### src/rtl/vcr_pkg.sv
package vcr_pkg;

   typedef enum logic [1:0] {
      KIND_DONE      = 2'd0,
      KIND_INTERCEPT = 2'd1,
      KIND_FAULT     = 2'd2
   } kind_e;

   typedef enum logic [2:0] {
      FLT_NONE    = 3'd0,
      FLT_ILLEGAL = 3'd1,
      FLT_PRIV    = 3'd2,
      FLT_NAT     = 3'd3,
      FLT_RSVD    = 3'd4,
      FLT_UNIMPL  = 3'd5
   } fault_e;

   localparam int DEF_NUM_CR  = 11;
   localparam int DEF_DATA_W  = 64;
   localparam int STACK_BASE  = 32;

   // reserved-bit masks for the default register set, index order
   function automatic logic [DEF_NUM_CR*DEF_DATA_W-1:0] default_rsv_masks();
      logic [DEF_DATA_W-1:0] m [DEF_NUM_CR];
      logic [DEF_NUM_CR*DEF_DATA_W-1:0] packed_m;
      m[0]  = 64'hFFFF_E000_0000_0001;
      m[1]  = 64'hFFFF_FF00_0000_0000;
      m[2]  = 64'h0000_0000_0000_000F;
      m[3]  = 64'h0000_0000_0000_0000;
      m[4]  = 64'hFFFF_FFFF_0000_0003;
      m[5]  = 64'h0000_0000_0000_000F;
      m[6]  = 64'h7FFF_FFFF_C000_0000;
      m[7]  = 64'hFFFF_FFFF_FFE0_0000;
      m[8]  = 64'h0000_0000_0000_0007;
      m[9]  = 64'h0000_0000_0000_0000;
      m[10] = 64'h0000_0000_0000_0000;
      packed_m = '0;
      for (int i = 0; i < DEF_NUM_CR; i++) begin
         packed_m[i*DEF_DATA_W +: DEF_DATA_W] = m[i];
      end
      return packed_m;
   endfunction

endpackage

### src/rtl/vcr_va_check.sv
module vcr_va_check #(
   parameter int DATA_W  = 64,
   parameter int IMPL_VA = 48
) (
   input  logic [DATA_W-1:0] addr,
   output logic              canonical
);

   generate
      if (IMPL_VA >= DATA_W) begin : g_full
         assign canonical = 1'b1;
      end else begin : g_ext
         localparam int HI_W = DATA_W - IMPL_VA;
         logic [HI_W-1:0] hi_bits;
         logic [HI_W-1:0] sign_ext;
         assign hi_bits   = addr[DATA_W-1:IMPL_VA];
         assign sign_ext  = {HI_W{addr[IMPL_VA-1]}};
         assign canonical = (hi_bits == sign_ext);
      end
   endgenerate

endmodule

### src/rtl/vcr_fault_eval.sv
module vcr_fault_eval
   import vcr_pkg::*;
#(
   parameter int NUM_CR  = 11,
   parameter int IDX_W   = 4,
   parameter int DATA_W  = 64,
   parameter int GR_W    = 7,
   parameter int IMPL_VA = 48,
   parameter int IFA_IDX = 3,
   parameter logic [NUM_CR*DATA_W-1:0] RSV_MASKS = '0
) (
   input  logic              is_write,
   input  logic [IDX_W-1:0]  idx,
   input  logic [DATA_W-1:0] wdata,
   input  logic              nat,
   input  logic [GR_W-1:0]   dst,
   input  logic [GR_W-1:0]   sof,
   input  logic              rd_en,
   input  logic              wr_en,
   input  logic              vic,
   input  logic [1:0]        vcpl,
   output kind_e             kind,
   output fault_e            fault
);

   localparam int SLOTS = 2**IDX_W;

   logic [SLOTS-1:0] rsv_hit;
   logic             idx_ok;
   logic             canon;
   logic             acc_en;
   logic             dst_bad;
   logic             out_frame;
   logic [GR_W:0]    rel_dst;
   logic             rsv_sel;
   logic             is_ifa;

   // per-register reserved-field hit, unused slots never hit
   genvar g;
   generate
      for (g = 0; g < SLOTS; g++) begin : g_rsv
         if (g < NUM_CR) begin : g_real
            assign rsv_hit[g] = |(wdata & RSV_MASKS[g*DATA_W +: DATA_W]);
         end else begin : g_pad
            assign rsv_hit[g] = 1'b0;
         end
      end
   endgenerate

   vcr_va_check #(
      .DATA_W (DATA_W),
      .IMPL_VA(IMPL_VA)
   ) u_va (
      .addr     (wdata),
      .canonical(canon)
   );

   assign idx_ok    = ({1'b0, idx} < (IDX_W+1)'(NUM_CR));
   assign is_ifa    = (idx == IDX_W'(IFA_IDX));
   assign acc_en    = is_write ? wr_en : rd_en;
   assign rel_dst   = {1'b0, dst} - (GR_W+1)'(STACK_BASE);
   assign out_frame = ({1'b0, dst} >= (GR_W+1)'(STACK_BASE)) && (rel_dst >= {1'b0, sof});
   assign dst_bad   = (dst == '0) || out_frame;
   assign rsv_sel   = rsv_hit[idx];

   always_comb begin
      kind  = KIND_DONE;
      fault = FLT_NONE;
      if (!acc_en) begin
         kind = KIND_INTERCEPT;
      end else if (!idx_ok || vic || (!is_write && dst_bad)) begin
         kind  = KIND_FAULT;
         fault = FLT_ILLEGAL;
      end else if (vcpl != 2'd0) begin
         kind  = KIND_FAULT;
         fault = FLT_PRIV;
      end else if (is_write && nat) begin
         kind  = KIND_FAULT;
         fault = FLT_NAT;
      end else if (is_write && rsv_sel) begin
         kind  = KIND_FAULT;
         fault = FLT_RSVD;
      end else if (is_write && is_ifa && !canon) begin
         kind  = KIND_FAULT;
         fault = FLT_UNIMPL;
      end
   end

endmodule

### src/rtl/vcr_regfile.sv
module vcr_regfile #(
   parameter int NUM_CR = 11,
   parameter int IDX_W  = 4,
   parameter int DATA_W = 64
) (
   input  logic              clk,
   input  logic              rst_n,
   input  logic              wr_en,
   input  logic [IDX_W-1:0]  wr_idx,
   input  logic [DATA_W-1:0] wr_data,
   input  logic [IDX_W-1:0]  rd_idx,
   output logic [DATA_W-1:0] rd_data
);

   logic [DATA_W-1:0] regs [NUM_CR];

   genvar g;
   generate
      for (g = 0; g < NUM_CR; g++) begin : g_ent
         always_ff @(posedge clk or negedge rst_n) begin
            if (!rst_n) begin
               regs[g] <= '0;
            end else if (wr_en && (wr_idx == IDX_W'(g))) begin
               regs[g] <= wr_data;
            end
         end
      end
   endgenerate

   always_comb begin
      rd_data = '0;
      for (int i = 0; i < NUM_CR; i++) begin
         if (rd_idx == IDX_W'(i)) begin
            rd_data = regs[i];
         end
      end
   end

endmodule

### src/rtl/vcr_access_gate.sv
module vcr_access_gate
   import vcr_pkg::*;
#(
   parameter int NUM_CR    = vcr_pkg::DEF_NUM_CR,
   parameter int DATA_W    = vcr_pkg::DEF_DATA_W,
   parameter int IDX_W     = $clog2(NUM_CR),
   parameter int GR_W      = 7,
   parameter int IMPL_VA   = 48,
   parameter int IFA_IDX   = 3,
   parameter int CTRL_W    = 2,
   parameter int RD_EN_BIT = 0,
   parameter int WR_EN_BIT = 1,
   parameter logic [NUM_CR*DATA_W-1:0] RSV_MASKS = vcr_pkg::default_rsv_masks()
) (
   input  logic              clk,
   input  logic              rst_n,
   input  logic              req_valid,
   input  logic              req_write,
   input  logic [IDX_W-1:0]  req_index,
   input  logic [DATA_W-1:0] req_wdata,
   input  logic              req_nat,
   input  logic [GR_W-1:0]   req_dst,
   input  logic [GR_W-1:0]   frame_size,
   input  logic [CTRL_W-1:0] accel_ctrl,
   input  logic              vic,
   input  logic [1:0]        vcpl,
   output logic              rsp_valid,
   output logic [1:0]        rsp_kind,
   output logic [2:0]        rsp_fault,
   output logic [DATA_W-1:0] rsp_rdata
);

   // elaboration-time parameter checks
   generate
      if (NUM_CR < 1 || IDX_W < $clog2(NUM_CR)) begin : g_bad_idx
         $error("vcr_access_gate: index width too small for register count");
      end
      if (IFA_IDX >= NUM_CR) begin : g_bad_ifa
         $error("vcr_access_gate: fault-address index out of range");
      end
      if (IMPL_VA < 1 || IMPL_VA > DATA_W) begin : g_bad_va
         $error("vcr_access_gate: implemented address width out of range");
      end
      if (RD_EN_BIT >= CTRL_W || WR_EN_BIT >= CTRL_W || RD_EN_BIT == WR_EN_BIT) begin : g_bad_ctrl
         $error("vcr_access_gate: enable bit positions invalid");
      end
      if (GR_W < 6) begin : g_bad_gr
         $error("vcr_access_gate: register number too narrow for stacked base");
      end
   endgenerate

   kind_e             ev_kind;
   fault_e            ev_fault;
   logic [DATA_W-1:0] file_rd;
   logic              commit_wr;
   logic              done_rd;

   vcr_fault_eval #(
      .NUM_CR   (NUM_CR),
      .IDX_W    (IDX_W),
      .DATA_W   (DATA_W),
      .GR_W     (GR_W),
      .IMPL_VA  (IMPL_VA),
      .IFA_IDX  (IFA_IDX),
      .RSV_MASKS(RSV_MASKS)
   ) u_eval (
      .is_write(req_write),
      .idx     (req_index),
      .wdata   (req_wdata),
      .nat     (req_nat),
      .dst     (req_dst),
      .sof     (frame_size),
      .rd_en   (accel_ctrl[RD_EN_BIT]),
      .wr_en   (accel_ctrl[WR_EN_BIT]),
      .vic     (vic),
      .vcpl    (vcpl),
      .kind    (ev_kind),
      .fault   (ev_fault)
   );

   assign commit_wr = req_valid &&  req_write && (ev_kind == KIND_DONE);
   assign done_rd   = req_valid && !req_write && (ev_kind == KIND_DONE);

   vcr_regfile #(
      .NUM_CR(NUM_CR),
      .IDX_W (IDX_W),
      .DATA_W(DATA_W)
   ) u_file (
      .clk    (clk),
      .rst_n  (rst_n),
      .wr_en  (commit_wr),
      .wr_idx (req_index),
      .wr_data(req_wdata),
      .rd_idx (req_index),
      .rd_data(file_rd)
   );

   always_ff @(posedge clk or negedge rst_n) begin
      if (!rst_n) begin
         rsp_valid <= 1'b0;
         rsp_kind  <= '0;
         rsp_fault <= '0;
         rsp_rdata <= '0;
      end else begin
         rsp_valid <= req_valid;
         rsp_kind  <= req_valid ? ev_kind  : KIND_DONE;
         rsp_fault <= req_valid ? ev_fault : FLT_NONE;
         rsp_rdata <= done_rd ? file_rd : '0;
      end
   end

endmodule

### config.mk
export PLATFORM = sky130hd
export DESIGN_NAME = vcr_access_gate
export DESIGN_NICKNAME = d
export VERILOG_FILES = /design/src/rtl/vcr_pkg.sv /design/src/rtl/vcr_va_check.sv /design/src/rtl/vcr_fault_eval.sv /design/src/rtl/vcr_regfile.sv /design/src/rtl/vcr_access_gate.sv
export SDC_FILE = /design/constraint.sdc
export NUM_CORES = 1
export LEC_CHECK = 0
export ABC_AREA = 1
export CAP_MARGIN = 20
export CORE_UTILIZATION = 33
export DETAILED_ROUTE_END_ITERATION = 7
export GPL_TIMING_DRIVEN = 0
export SLEW_MARGIN = 10
export SYNTH_ARGS = -nofsm -noshare
export SYNTH_HDL_FRONTEND = slang
export SYNTH_SLANG_ARGS = --single-unit
### constraint.sdc
create_clock -name clk -period 3.3 [get_ports clk]
set_input_delay 0.495 -clock clk [delete_from_list [all_inputs] [get_ports clk]]
set_output_delay 0.495 -clock clk [all_outputs]
set_load 0.01 [all_outputs]
==> results.txt, run 1 <==
The flow ran to the end, and the final reports show no timing, DRC or antenna violations. The class of the tightest hold or removal check is in2reg. The aggregate global routing overflow is 0. Clock latency on the worst-skew pair, taken at its later pin, is roughly 0.65 ns. The vias per cell came out at 5.29.

In the layout the commonest cells are 1992 x sky130_fd_sc_hd__nand2_1, 774 x sky130_fd_sc_hd__dfrtp_1, 569 x sky130_fd_sc_hd__nand4_1. The clock-pin transition on the worst setup and hold timing paths came out at around 0.06 ns. TritonCTS built the clock tree. The row count came out at 121. The global-route usage over all layers came out at 0.237.

The setup total negative slack is 0 ns. In this run the clock root is driven by a sky130_fd_sc_hd__clkbuf_16. The worst-margin pin slew came out at between 1 and 1.5 ns. The final cell count without fillers is ~6300. The count of port buffers added during placement came out at 125. For this run, design rule violations remaining after detail routing come to 0. The maximum resistive drop on vdd came out at 0.380 mV. The power per standard cell area is 487 nW/um2. Summing over every cut layer, the via total after detailed routing is 33300.

The sort of element at the end of the critical path is a register. The cell count after placement is 6128. The number of nets in the layout came out at 4906. After detailed routing, the average wire length per cell comes to approximately 21 um.

From left edge to right edge, the die measures between 300 and 400 um. The share of post-route cells with drive strength above 1 came out at 0.105. The number of max-cap violations came out at 0. After synthesis the netlist holds a flip-flop and latch count of 774. The first global-routing pass estimated about 200000 um of wire. The critical path startpoint category is an input pin.

Setup repair after global routing left no endpoint under its margin. The number of sinks on the clock net is between 700 and 800. Data arrives at the worst endpoint at 3.78 ns. The wire length after detailed routing is 133000 um.

The max-slew headroom at the worst pin came out at 0.265. The required time of the critical path is 3.87 ns. The final number of max-transition violations came out at 0. The die outline height came out at 334 um. Counting every net in the synthesized netlist gives 4683. The initial antenna violation count is 6. The leading cell type in the layout, fill and taps excluded is sky130_fd_sc_hd__nand2_1.

By startpoint and endpoint, the worst setup path is classified as in2reg. Synthesis produced 4581 cells. The setup check on the worst reg-to-reg path leaves a slack of 1.48 ns.

The core box area came out at between 100000 and 150000 um2. The cell area after technology mapping is 36300 um2. The via count of the first global-routing pass came to ~31000. The count of final hold-check violations came out at 0. Pin placement for this block handled 162 I/O pins. The first-pass detailed-route iteration total came out at 5. Based on the critical path, the design can be clocked at up to 0.312 GHz.

Before CTS, the worst setup slack after placement is -1.23 ns. Setup violations remaining at the end of the flow were counted as 0. The residual antenna-violating net count after detailed routing is 0. Synthesis instantiated 34 different standard cells from the library.

The initial cell density of the core came out at 0.333. The worst setup margin came out at approximately 0.094 ns. The congestion estimate from routability-driven global placement came to 0.923.

The portion of the post-synthesis area used by sequential elements is 0.533. The post-detailed-placement half-perimeter wirelength came out at around 100000 um. The ratio of final minimum period to clock period is 0.972.

The signed area change from the synthesized netlist to the final layout is 17.2%. The worst setup skew after layout came out at 0.0239 ns. The total number of yosys warnings came out at 0. For this run, the share of the core covered by cells in the final layout is 0.390. The die footprint is 111000 um2.

The H-tree depth is 3. The clock passes through at most 3 buffers. The biggest fanout along the worst timing path came out at 10. The number of buffers created by CTS came out at 86. The worst path needs approximately 3.2 ns of the cycle, external delays included. The iteration-0 DRC count of the detailed router is 4037. The largest net degree at the start of global routing came out at 108. The synthesized area per cell is 7.93 um2. The total leakage power is 0.0228 uW.
-- final timing paths --
| path | start | end | depth (start not counted) |
|---|---|---|---|
| setup / recovery | req_write | u_file.regs[240]$_DFFE_PN0P_ | 8 |
| hold / removal | req_wdata[63] | u_file.regs[191]$_DFFE_PN0P_ | 3 |
| setup reg to reg | u_file.regs[516]$_DFFE_PN0P_ | rsp_rdata[4]$_DFF_PN0_ | 6 |
| hold reg to reg | u_file.regs[23]$_DFFE_PN0P_ | u_file.regs[23]$_DFFE_PN0P_ | 2 |
| max in group asynchronous | rst_n | u_file.regs[15]$_DFFE_PN0P_ | 6 |
| min in group asynchronous | rst_n | u_file.regs[693]$_DFFE_PN0P_ | 2 |
-- layout make-up --
type | instances | area, um2
Fill cell | 11300 | 66500
Sequential cell | 774 | 19400
Multi-Input combinational cell | 3109 | 14000
Clock buffer | 131 | 2580
Buffer | 402 | 1950
Tap cell | 1414 | 1770
Timing Repair Buffer | 135 | 1510
Inverter | 296 | 1110
Clock inverter | 24 | 251
Antenna cell | 3 | 7.51
-- logic make-up (layout without fill, tap and decap cells) --
family	after synthesis	count (layout)	share of synthesized area
and+or+nand+nor	2964	2964	0.359
DFF	774	774	0.533
other	0	3	0
AOI/OAI and AO/OA	135	135	0.0212
adders and majority gates	10	10	0.00345
buffers and inverters	698	988	0.0824
-- where the power goes --
group	switching (uW)	internal, uW
clock network	4070	5710
registers	38.8	9570
logic	1030	300
-- sequential cells by signal, summed over array words and instances, names as in the netlist --
register / cells
rsp_kind: 2
u_file.regs: 704
rsp_valid: 1
rsp_rdata: 64
rsp_fault: 3
-- critical path, stage by stage --
cell and delay [ns]:
sky130_fd_sc_hd__clkdlybuf4s50_1 0.58, sky130_fd_sc_hd__nand2_1 0.11, sky130_fd_sc_hd__nor2_1 0.32, sky130_fd_sc_hd__buf_2 0.50, sky130_fd_sc_hd__clkbuf_2 0.63, sky130_fd_sc_hd__clkbuf_1 0.66, sky130_fd_sc_hd__nand4_1 0.30, sky130_fd_sc_hd__nand2_1 0.15
-- timing repair --
item,4_1_cts,5_1_grt
pin swaps,1,1
gates resized for setup,12,59
endpoints found under the hold margin,57,0
hold buffers,1,0
setup endpoints to repair,666,359
buffers inserted,1,0
-- layer usage --
metal	part of all wire	up-vias	track usage	wire, um
li1	-	15200	-	-
met1	0.43	16300	0.327	57200
met2	0.45	1407	0.362	59700
met3	0.079	274	0.0442	10500
met4	0.043	6	0.102	5790
met5	0.00028	-	0	37
-- cell usage after synthesis (all sizes together) --
master     n  area [um2]
a211oi     1        7.51
a21o       1        7.51
a21oi     50         250
a31oi      1        6.26
and2       2        12.5
and3       1        6.26
buf      132         866
clkbuf   270        1010
clkinv     3        11.3
dfrtp    774       19400
ha        10         125
inv      293        1100
nand2   1994        7490
nand3    183        1020
nand4    569        3560
nor2     154         586
nor3       3        15.0
nor4       2        12.5
o21ai     20         100
o21bai     9        67.6
o22ai     53         332
or2       56         350
-- per-stage QoR --
step	instance area [um2]	power (uW)	hold slack, ns
after floorplan	36300	10300	0.199
after global placement	39300	11100	0.446
after detailed placement	39600	11100	0.451
after CTS	42400	20800	0.214
after global routing	42500	21300	0.235
final	42500	20700	0.248
Note: power is estimated with default switching activity, not from simulation.
==> run 2, diff against run 1 <==
Settings changed: ABC_AREA 1 to not set, CORE_UTILIZATION 33 to 65, PLACE_DENSITY set to 0.85.
==> run 2 against run 1 <==
Compared with the run above:
- the flow now finishes with violations (negative setup slack)
- worst hold slack improved by 0.16 ns
- design area fell by 7.6%
- via count fell by 30%
- synthesized area fell by 7.2%
- total power fell by 5.4%
- critical path type unchanged
- critical endpoint is now rsp_rdata[26]$_DFF_PN0_
- largest cell class unchanged
- largest power group is now sequential cells
- highest routed layer unchanged
==> results.txt, run 2 <==
The run finished, with violations left. The total number of cells along the worst setup path is 10. The worst-margin pin slew came out at 1.14 ns. Setup repair after global routing could not meet its margin everywhere. The share of post-route cells with drive strength above 1 is 0.296. The post-placement setup slack is -1.53 ns. Using the TritonRoute via totals, the vias-per-cell ratio works out to roughly 6.7. The count of buffers added on input and output ports is 151.

The maximum root-to-sink buffer count came out at 3. More flip-flops sit in one register than any other, and that register is u_file.regs. The final setup violation count came out at 40.

For this block, the initial DRC count from the detailed router was 2329. The portion of the post-synthesis area used by sequential elements came out at 0.575. The area share of the largest cell type after synthesis came out at 0.575. The instance area after placement came out at about 36000 um2.

In the post-synthesis netlist, the cell with the most instances is sky130_fd_sc_hd__dfrtp_1. The final layout contains 2832 nets. The maximum resistive drop on vdd came out at roughly 0.4 mV. The setup path with the least slack is of type in2reg. The worst setup path is launched from an input pin.

The max-slew headroom at the worst pin came out at 0.241. STA classifies the critical path endpoint as a register. The number of top-level design ports is 162.

The synthesized area per cell is 13.6 um2. Setup slack on the critical path of the routed design comes to -0.0958 ns. The initial antenna violation count was 3. The die footprint came out at 52700 um2. The number of sinks on the clock net is a little under 800. The aggregate global routing overflow came out at 0. In the layout the commonest cells are 774 x sky130_fd_sc_hd__dfrtp_1, 463 x sky130_fd_sc_hd__mux2_2, 199 x sky130_fd_sc_hd__nor2b_1. The number of flops mapped to enable cells by yosys came out at 0. The count of buffer and inverter cells on the critical path came out at 4.

Clock-pin slew was measured on the worst setup and hold paths at 0.06 ns. The utilization after layout is 0.766. The distinct cell type count after synthesis is 52. The layout filler cell count came out at 3061. In the global route stage, overall resource usage came out at 0.380.

The highest clock rate came out at 0.294 GHz. The path depth of the worst reg2reg path is 6. The cell area after technology mapping came out at roughly 34000 um2. The final reports fail on negative setup slack. In the post-synthesis netlist, the biggest area contributors are sky130_fd_sc_hd__dfrtp_1 58%, sky130_fd_sc_hd__mux2_2 15%, sky130_fd_sc_hd__mux4_2 4.1%. Summed over all instances, the cell type with the most area after synthesis is sky130_fd_sc_hd__dfrtp_1. The number of standard cells after synthesis came out at between 2000 and 2500.

For this design the ratio of total power to cell area is 499 nW/um2. TritonCTS built the clock tree. The critical path data arrival time came out at 3.82 ns.

The final number of max-transition violations is 0. The count of state elements after synthesis came out at 774. The first global-routing pass estimated about 150000 um of wire. The count of final hold-check violations came out at 0. For this design, the slowest cell found on the critical path is sky130_fd_sc_hd__a2111oi_2. The detailed-route DRC error count is 0. Of the available clock period, the critical path in the final layout requires 1.03. Leaving out fill and tap cells, the most frequent cell in the layout is sky130_fd_sc_hd__dfrtp_1. The peak per-stage delay on the critical path came out at about 0.76 ns. The row count came out at 83. Entering global routing, the biggest net connects 122 pins. The H-tree depth came out at 3. The residual antenna-violating net count after detailed routing is 0. The required time of the critical path came out at 3.73 ns. The weighted congestion at the end of routability-driven global placement came out at around 0.97. The via count came out at 23200. The final non-filler cell area is 39300 um2. The final layout contains routed wiring with a total length of 98000 um. Broken down by cell family, the worst path's largest delay share belongs to buffers and inverters.

The biggest fanout along the worst timing path came out at 10. The initial utilization of the core area, before any placement, comes to 0.657. The routed wire length per instance came out at between 20 and 30 um. The number of buffers created by CTS came out at 77. The total number of yosys warnings is 0.

The commonest cells after synthesis are 774 x sky130_fd_sc_hd__dfrtp_1, 463 x sky130_fd_sc_hd__mux2_2, 199 x sky130_fd_sc_hd__nor2b_1, 142 x sky130_fd_sc_hd__clkbuf_1, 105 x sky130_fd_sc_hd__o21ai_0. The worst setup skew after layout is 0.0218 ns. The horizontal die dimension came out at 230 um. The final critical delay including setup and external delays came out at 3.40 ns.

Traced cell by cell, the critical path runs through clkbuf_1 -> buf_2 -> buf_2 -> clkbuf_2 -> nor3_1 -> nor2_1 -> a21oi_1 -> nor3_1 -> o22ai_1 -> a2111oi_2. The insertion delay of the later-clocked pin in the worst-skew pair is roughly 0.63 ns. From synthesis to final layout, the design area changed by 16.7%. In this run the register-to-register setup slack is 1.14 ns. Detailed placement finished with a half-perimeter wire length of 64000 um. The largest registers in the layout are u_file.regs: 704 flops, rsp_rdata: 64 flops, rsp_fault: 3 flops. The path class of the tightest hold or removal check is in2async. The first-pass detailed-route iteration total came out at 6. The die outline height came out at 230 um. The share of flip-flops with an asynchronous set or reset came out at 1.00. The total leakage power is slightly below 0.02 uW. The total nets after synthesis came out at between 2000 and 3000.

The register with the most flip-flops in the layout has 704 of them. The via count of the first global-routing pass came out at 24500. The number of max-cap violations came out at 0. In this run the standard cell core region covers 51300 um2. The commonest register cell after synthesis is sky130_fd_sc_hd__dfrtp_1. The tree is rooted in a sky130_fd_sc_hd__clkbuf_16.
run 2: changes by cell type in the layout (fill, tap and decap cells not counted), moves of 125 or more:
cell,before,now
sky130_fd_sc_hd__clkbuf_1,265,103
sky130_fd_sc_hd__nand3_1,171,12
sky130_fd_sc_hd__inv_2,153,0
sky130_fd_sc_hd__mux2_2,0,463
sky130_fd_sc_hd__nor2b_1,0,199
sky130_fd_sc_hd__nand2_1,1992,47
sky130_fd_sc_hd__inv_1,140,15
sky130_fd_sc_hd__nand4_1,569,9
run 2: metrics by stage:
step	power (uW)	setup TNS (ns)	hold WS [ns]	cells
2_1_floorplan	10300	0	0.199	2468
3_3_place_gp	10900	-	0.461	3299
3_5_place_dp	10900	-905.30	0.468	3309
4_1_cts	19600	0	0.414	3459
5_1_grt	20100	-0.00699	0.443	3467
6_report	19600	-0.631	0.412	3473
run 2: kinds of logic after synthesis:
family,Yosys count,share of synthesized area
and+or+nand+nor,380,0.0673
muxes,698,0.252
buffers and inverters,225,0.0291
adders and majority gates,10,0.00371
DFF,774,0.575
AOI/OAI and AO/OA,381,0.0731
run 2: path summary, 6_finish.rpt:
| kind | startpoint | endpoint |
|---|---|---|
| max | req_index[0] | rsp_rdata[26]$_DFF_PN0_ |
| min | rst_n | rsp_rdata[56]$_DFF_PN0_ |
| max reg2reg | u_file.regs[666]$_DFFE_PN0P_ | rsp_rdata[26]$_DFF_PN0_ |
| min reg2reg | u_file.regs[186]$_DFFE_PN0P_ | u_file.regs[186]$_DFFE_PN0P_ |
| max in group asynchronous | rst_n | u_file.regs[592]$_DFFE_PN0P_ |
| min in group clk | req_wdata[61] | u_file.regs[189]$_DFFE_PN0P_ |
run 2: routing by layer:
layer / GRT usage / share of wire / vias to the layer above
met1: 0.496 / 0.38 / 12100
met4: 0.218 / 0.065 / 2
met2: 0.587 / 0.47 / 1264
met3: 0.0913 / 0.091 / 385
li1: - / - / 9412
met5: 0 / 0.000071 / -
run 2: area by class of cell:
cell class	count	area [um2]	area share
repair buffers	185	1980	0.0504
clock buffers	119	2340	0.0594
clock inverters	16	184	0.00468
multi-input cells	1470	13400	0.342
diodes	7	17.5	0.000446
flip-flops and latches	774	19400	0.493
inverters	15	56.3	0.00143
plain buffers	207	1080	0.0275
well taps	680	851	0.0216
run 2: power breakdown:
group / switching [uW] / total [uW] / internal, uW
combinational: 779 / 1160 / 382
clock: 3630 / 8800 / 5170
sequential: 51.4 / 9640 / 9590
total: 4460 / 19600 / 15100
run 2: worst register-to-register path: cells and delay by family, from the launching register on:
kind | cells | cell delay (ns)
compound gates | 3 | 1.05
simple gates | 3 | 0.54
flops | 1 | 0.36
run 2: timing repair:
action | in CTS | in global routing
cloned | 0 | 1
hold buffers | 1 | 0
pin swaps | 7 | 0
setup endpoints to repair | 768 | 465
hold endpoints to repair | 58 | 0
resized for setup | 93 | 39
buffers inserted | 17 | 5
